===== src/rtl/lsSeqPkg.sv =====
package lsSeqPkg;

  typedef enum logic [1:0] {
    KIND_DBL = 2'd0,
    KIND_FLT = 2'd1,
    KIND_I64 = 2'd2,
    KIND_I32 = 2'd3
  } xferKind_e;

  // Strobes from control to datapath
  typedef struct packed {
    logic storeEn;    // store in progress: drive wrData
    logic readUpper;  // store word comes from the upper half
    logic loadUpper;  // write bus word into upper half
    logic loadLower;  // write bus word into lower half
    logic loadSext;   // write sign-extended word into whole register
  } lsStrobe_t;

  function automatic logic isWide(xferKind_e k);
    return (k == KIND_DBL) || (k == KIND_I64);
  endfunction

endpackage


===== src/rtl/lsCtrl.sv =====
module lsCtrl
  import lsSeqPkg::*;
#(
  parameter int IDX_W      = 4,
  parameter int WIDE_BEATS = 2
) (
  input  logic             clk,
  input  logic             rst_n,
  input  logic             start,
  input  logic [IDX_W-1:0] regSel,
  input  logic [1:0]       kindIn,
  input  logic             isStore,
  input  logic             bigEndian,
  input  logic             beatValid,
  output logic             wordReq,
  output logic             done,
  output logic [IDX_W-1:0] regIdx,
  output lsStrobe_t        strb
);

  localparam int CNT_W = $clog2(WIDE_BEATS + 1);
  localparam logic [CNT_W-1:0] LAST_WIDE = CNT_W'(WIDE_BEATS - 1);

  logic             busyQ;
  logic [CNT_W-1:0] cntQ;
  xferKind_e        kindQ;
  logic             storeQ;
  logic             bigQ;
  logic [IDX_W-1:0] idxQ;
  logic             doneQ;

  logic             wide;
  logic [CNT_W-1:0] lastCnt;
  logic             lastBeat;
  logic             toUpper;
  logic             loadBeat;

  always_comb begin
    wide     = isWide(kindQ);
    lastCnt  = wide ? LAST_WIDE : '0;
    lastBeat = busyQ && beatValid && (cntQ == lastCnt);
    if (wide) begin
      toUpper = (cntQ == '0) ? bigQ : !bigQ;
    end else begin
      toUpper = (kindQ == KIND_FLT);
    end
    loadBeat       = busyQ && !storeQ && beatValid;
    strb.storeEn   = busyQ && storeQ;
    strb.readUpper = toUpper;
    strb.loadSext  = loadBeat && (kindQ == KIND_I32);
    strb.loadUpper = loadBeat && (kindQ != KIND_I32) && toUpper;
    strb.loadLower = loadBeat && (kindQ != KIND_I32) && !toUpper;
  end

  always_ff @(posedge clk or negedge rst_n) begin
    if (!rst_n) begin
      busyQ  <= 1'b0;
      cntQ   <= '0;
      kindQ  <= KIND_DBL;
      storeQ <= 1'b0;
      bigQ   <= 1'b0;
      idxQ   <= '0;
      doneQ  <= 1'b0;
    end else begin
      doneQ <= lastBeat;
      if (!busyQ) begin
        if (start) begin
          busyQ  <= 1'b1;
          cntQ   <= '0;
          kindQ  <= xferKind_e'(kindIn);
          storeQ <= isStore;
          bigQ   <= bigEndian;
          idxQ   <= regSel;
        end
      end else if (beatValid) begin
        if (lastBeat) begin
          busyQ <= 1'b0;
          cntQ  <= '0;
        end else begin
          cntQ <= cntQ + 1'b1;
        end
      end
    end
  end

  assign wordReq = busyQ;
  assign done    = doneQ;
  assign regIdx  = idxQ;

endmodule


===== src/rtl/lsData.sv =====
module lsData
  import lsSeqPkg::*;
#(
  parameter int HALF_W   = 32,
  parameter int NUM_REGS = 16,
  parameter int IDX_W    = $clog2(NUM_REGS)
) (
  input  logic              clk,
  input  logic              rst_n,
  input  lsStrobe_t         strb,
  input  logic [IDX_W-1:0]  regIdx,
  input  logic [HALF_W-1:0] rdData,
  output logic [HALF_W-1:0] wrData
);

  logic [HALF_W-1:0] regUpper [NUM_REGS];
  logic [HALF_W-1:0] regLower [NUM_REGS];

  always_ff @(posedge clk or negedge rst_n) begin
    if (!rst_n) begin
      for (int i = 0; i < NUM_REGS; i++) begin
        regUpper[i] <= '0;
        regLower[i] <= '0;
      end
    end else begin
      if (strb.loadSext) begin
        regUpper[regIdx] <= {HALF_W{rdData[HALF_W-1]}};
        regLower[regIdx] <= rdData;
      end else begin
        if (strb.loadUpper) regUpper[regIdx] <= rdData;
        if (strb.loadLower) regLower[regIdx] <= rdData;
      end
    end
  end

  always_comb begin
    if (!strb.storeEn) begin
      wrData = '0;
    end else if (strb.readUpper) begin
      wrData = regUpper[regIdx];
    end else begin
      wrData = regLower[regIdx];
    end
  end

endmodule


===== src/rtl/lsSeqTop.sv =====
module lsSeqTop
  import lsSeqPkg::*;
#(
  parameter int INSTR_W  = 32,
  parameter int HALF_W   = 32,
  parameter int NUM_REGS = 16,
  parameter int IDX_LSB  = 12
) (
  input  logic               clk,
  input  logic               rst_n,
  input  logic               start,
  input  logic [INSTR_W-1:0] instrWord,
  input  logic [1:0]         xferKind,
  input  logic               isStore,
  input  logic               bigEndian,
  input  logic               beatValid,
  input  logic [HALF_W-1:0]  rdData,
  output logic [HALF_W-1:0]  wrData,
  output logic               wordReq,
  output logic               done
);

  localparam int IDX_W = $clog2(NUM_REGS);

  lsStrobe_t        strb;
  logic [IDX_W-1:0] regIdx;
  logic             unusedInstr;

  // only the register field of the instruction matters here
  assign unusedInstr = ^instrWord;

  lsCtrl #(
    .IDX_W      (IDX_W),
    .WIDE_BEATS (2)
  ) uCtrl (
    .clk       (clk),
    .rst_n     (rst_n),
    .start     (start),
    .regSel    (instrWord[IDX_LSB +: IDX_W]),
    .kindIn    (xferKind),
    .isStore   (isStore),
    .bigEndian (bigEndian),
    .beatValid (beatValid),
    .wordReq   (wordReq),
    .done      (done),
    .regIdx    (regIdx),
    .strb      (strb)
  );

  lsData #(
    .HALF_W   (HALF_W),
    .NUM_REGS (NUM_REGS),
    .IDX_W    (IDX_W)
  ) uData (
    .clk    (clk),
    .rst_n  (rst_n),
    .strb   (strb),
    .regIdx (regIdx),
    .rdData (rdData),
    .wrData (wrData)
  );

endmodule


===== config.mk =====
export PLATFORM = sky130hd
export DESIGN_NAME = lsSeqTop
export DESIGN_NICKNAME = d
export VERILOG_FILES = /design/src/rtl/lsSeqPkg.sv /design/src/rtl/lsCtrl.sv /design/src/rtl/lsData.sv /design/src/rtl/lsSeqTop.sv
export SDC_FILE = /design/constraint.sdc
export NUM_CORES = 2
export LEC_CHECK = 0
export CAP_MARGIN = 5
export CORE_ASPECT_RATIO = 1.2
export CORE_UTILIZATION = 50
export DETAILED_ROUTE_END_ITERATION = 12
export MAX_ROUTING_LAYER = met4
export PLACE_DENSITY = 0.66
export REMOVE_ABC_BUFFERS = 1
export SLEW_MARGIN = 20
export SYNTH_ARGS = -nofsm -noshare
export SYNTH_HDL_FRONTEND = slang
export SYNTH_SLANG_ARGS = --single-unit
export TNS_END_PERCENT = 1

===== constraint.sdc =====
create_clock -name clk -period 3.25 [get_ports clk]
set_clock_uncertainty 0.05 [all_clocks]
set_input_delay 0.4875 -clock clk [delete_from_list [all_inputs] [get_ports clk]]
set_output_delay 0.4875 -clock clk [all_outputs]
set_load 0.03 [all_outputs]

==> results.txt <==
Outcome = finished with violations
Failing checks = DRC, setup timing
CTS HTree Levels = 3
Clock Pin Slew Worst Setup and Hold Paths = 70 ps
ANT nets after route = 0
Crit path max fanout = 6
Gr usage total = 27.8%
CP startpoint kind = flip-flop
Routability cong. = 0.795
Final hold viol count = 0
Final WL = 122 mm
Via count = 29,744
R2R depth = 10
Post-synthesis cell count = 3,544
Area occupied by multi-input gates = 19,400 um^2
Reg2reg start = uCtrl.cntQ[1]$_DFFE_PN0P_
WS Path Type = flip-flop to output port
Setup-failing EPs final = 32
CTS tree = built
Final max-slew violation count = 0
Initial antenna violation count = 2
CP required = 2710 ps
Fillers = 6,926
DIE AREA = 92,600 um^2
Post-synth cell types = 35
Iteration-0 DRC Markers = 2,087
Hold_ws = 340 ps
CTS Buf Count = 99
CTS Root Cell = clkbuf_16
HP Start = start
Die W = 278 um
GRT overflow = 0
Worst setup margin = -373 ps
Max-slew headroom = 46.5%
Drt pass-1 iters = 9
Synth area leaders = dfrtp_1 57%, mux2_2 12%, mux4_2 9.5%, o21ai_0 5.4%, nand2_1 4.3%
Most frequent cell after synthesis = dfrtp_1
IO Port Bufs = 77
Cell Rows = 121
Vias in the first global route = 31,115
Syn Area/Cell = 12.9 um^2
Crit. End Element = output port
Max Clock Freq = 0.276 GHz
FF-to-FF setup slack = 50 ps
Clock Sinks = 1,036
LEAKAGE = 24.7 nW
YS warnings = 0
Largest net degree at the start of global routing = 103
Wire length per cell = 24.8 um
WHS Path Cells = 2
Primary FF master, synth = dfrtp_1
Top cell type's share of synthesized area = 56.7%
EDFF count, synth = 0
Minimum clock period = 3620 ps
Nets = 3,756
Vias per cell = 6.03
Peak supply drop = 612 uV
RSZ-0062 raised after global routing = true
Hold Path End = uCtrl.cntQ[1]$_DFFE_PN0P_
Seq/Total Area, Yosys = 56.7%
Post-route DRC = 1
Cell Area, Synth = 45,700 um^2
Core box area = 90,700 um^2
FFs w/ async S/R, synth = 100%
Slew @ Worst Pin = 801 ps
MaxCap Viol Count = 0
Num ports = 106
Post-layout util = 60.7%
Synthesized flop and latch total = 1,036
Chip height = 333 um
Max Buffers Root-to-Sink = 3
FF/Latch Area = 25,900 um^2
PwrDens = 1010 nW/um^2
FF-to-FF End = uData.regLower[458]$_DFFE_PN0P_
Layout cell share with drive strength beyond 1 = 35.5%
Area delta synth->final = 20.4%
Worst Path Arrival = 3090 ps
Clock latency on the worst-skew pair = 690 ps
Largest area contributor in the netlist = dfrtp_1
Worst hold-check path type = input pin to flip-flop
Top post-synthesis cells by count = 1,036 x dfrtp_1, 520 x nand2_1, 499 x mux2_2
DP Wirelength = 74.0 mm
Crit path from = uCtrl.regIdx[0]$_DFFE_PN0P_
First-pass GRT wire length = 191 mm
Initial cell density of the core = 50.4%
Setup_tns = -9660 ps
Ratio of final minimum period to clock period = 111%
==> sequential cells by signal (all words and copies together), names as in the netlist, named ones only <==
register        flops
uCtrl.cntQ          2
uCtrl.kindQ         2
uCtrl.done          1
uCtrl.wordReq       1
uCtrl.storeQ        1
uData.regLower    512
uCtrl.regIdx        4
uCtrl.bigQ          1
uData.regUpper    496
==> area by class of cell <==
| class | instances | share of cell area, % |
|---|---|---|
| sequential | 1036 | 47.1 |
| tap | 1168 | 2.65 |
| antenna | 2 | 0.00909 |
| inverter | 5 | 0.0341 |
| clock inverter | 45 | 1.11 |
| multi-input combinational | 2179 | 35.3 |
| clock buffer | 138 | 5.35 |
| timing repair buffer | 362 | 8.46 |
==> per-layer routing <==
metal / GRT usage [%] / vias to the layer above / share of wire [%]
met5: - / - / 0
met1: 36.4 / 15781 / 43
met2: 46.2 / 679 / 51
met3: 3.03 / 190 / 3.9
li1: - / 13094 / -
met4: 8.02 / 0 / 2.4
==> timing repair <==
action | in CTS | in global routing
resized for setup | 164 | 20
setup buffers | 44 | 1
endpoints found under the setup margin | 59 | 73
pin swaps | 68 | 15
hold buffers | 1 | 0
endpoints found under the hold margin | 38 | 0
cloned | 10 | 0
==> worst max-delay path: stages (launching register included) <==
cell	delay, ps
dfrtp_4	560
buf_12	170
bufbuf_16	270
mux4_2	480
a22o_1	240
a211oi_4	300
a211oi_2	160
buf_12	200
==> layout by cell type, fill, tap and decap left out, types with 18 or more instances in the layout <==
| cell | n |
|---|---|
| clkbuf_8 | 32 |
| o22ai_1 | 31 |
| mux2_2 | 499 |
| clkbuf_16 | 99 |
| a211oi_2 | 59 |
| clkdlybuf4s50_1 | 43 |
| o221ai_1 | 32 |
| nand2_1 | 504 |
| mux2i_1 | 159 |
| a22oi_2 | 18 |
| mux4_2 | 192 |
| mux2_1 | 36 |
| a211oi_4 | 26 |
| a22o_1 | 32 |
| o21ai_0 | 497 |
| dfrtp_1 | 1034 |
| buf_12 | 109 |
| buf_4 | 169 |
==> report_power, final <==
part / leakage [nW] / internal, mW / switching, mW
Combinational: 9.12 / 11.6 / 11.4
Sequential: 13.9 / 17.7 / 2.53
Clock: 1.75 / 7.24 / 5.22
Total: 24.7 / 36.6 / 19.2
==> metrics by stage <==
step / setup WS [ps] / area [um^2] / std cells / power [mW]
2_1_floorplan: -13820 / 44400 / 3220 / 29.4
3_3_place_gp: -154 / 49800 / 4697 / 39.4
3_5_place_dp: -140 / 49800 / 4697 / 39.9
4_1_cts: -321 / 54900 / 4933 / 55.7
5_1_grt: -402 / 55000 / 4935 / 58.4
6_report: -373 / 55000 / 4935 / 55.8
==> worst max-delay path by stage <==
stage                 endpoint  depth (start not counted)
floorplan            flip-flop                          2
global placement    wrData[13]                          7
detailed placement  wrData[13]                          7
CTS                 wrData[16]                         10
global route        wrData[19]                          7
finish               wrData[7]                          7
==> kinds of logic (layout without fill, tap and decap cells) <==
group	Yosys count	after routing	share of synthesized area [%]
flops	1036	1036	56.7
other cells	0	2	0
compound gates	730	730	9.37
mux	887	887	26.1
simple gates	559	559	4.74
xor+xnor	2	2	0.0548
buf+inv	329	550	2.94
fa+ha+maj	1	1	0.0274
Note: power is estimated with default switching activity, not from simulation.
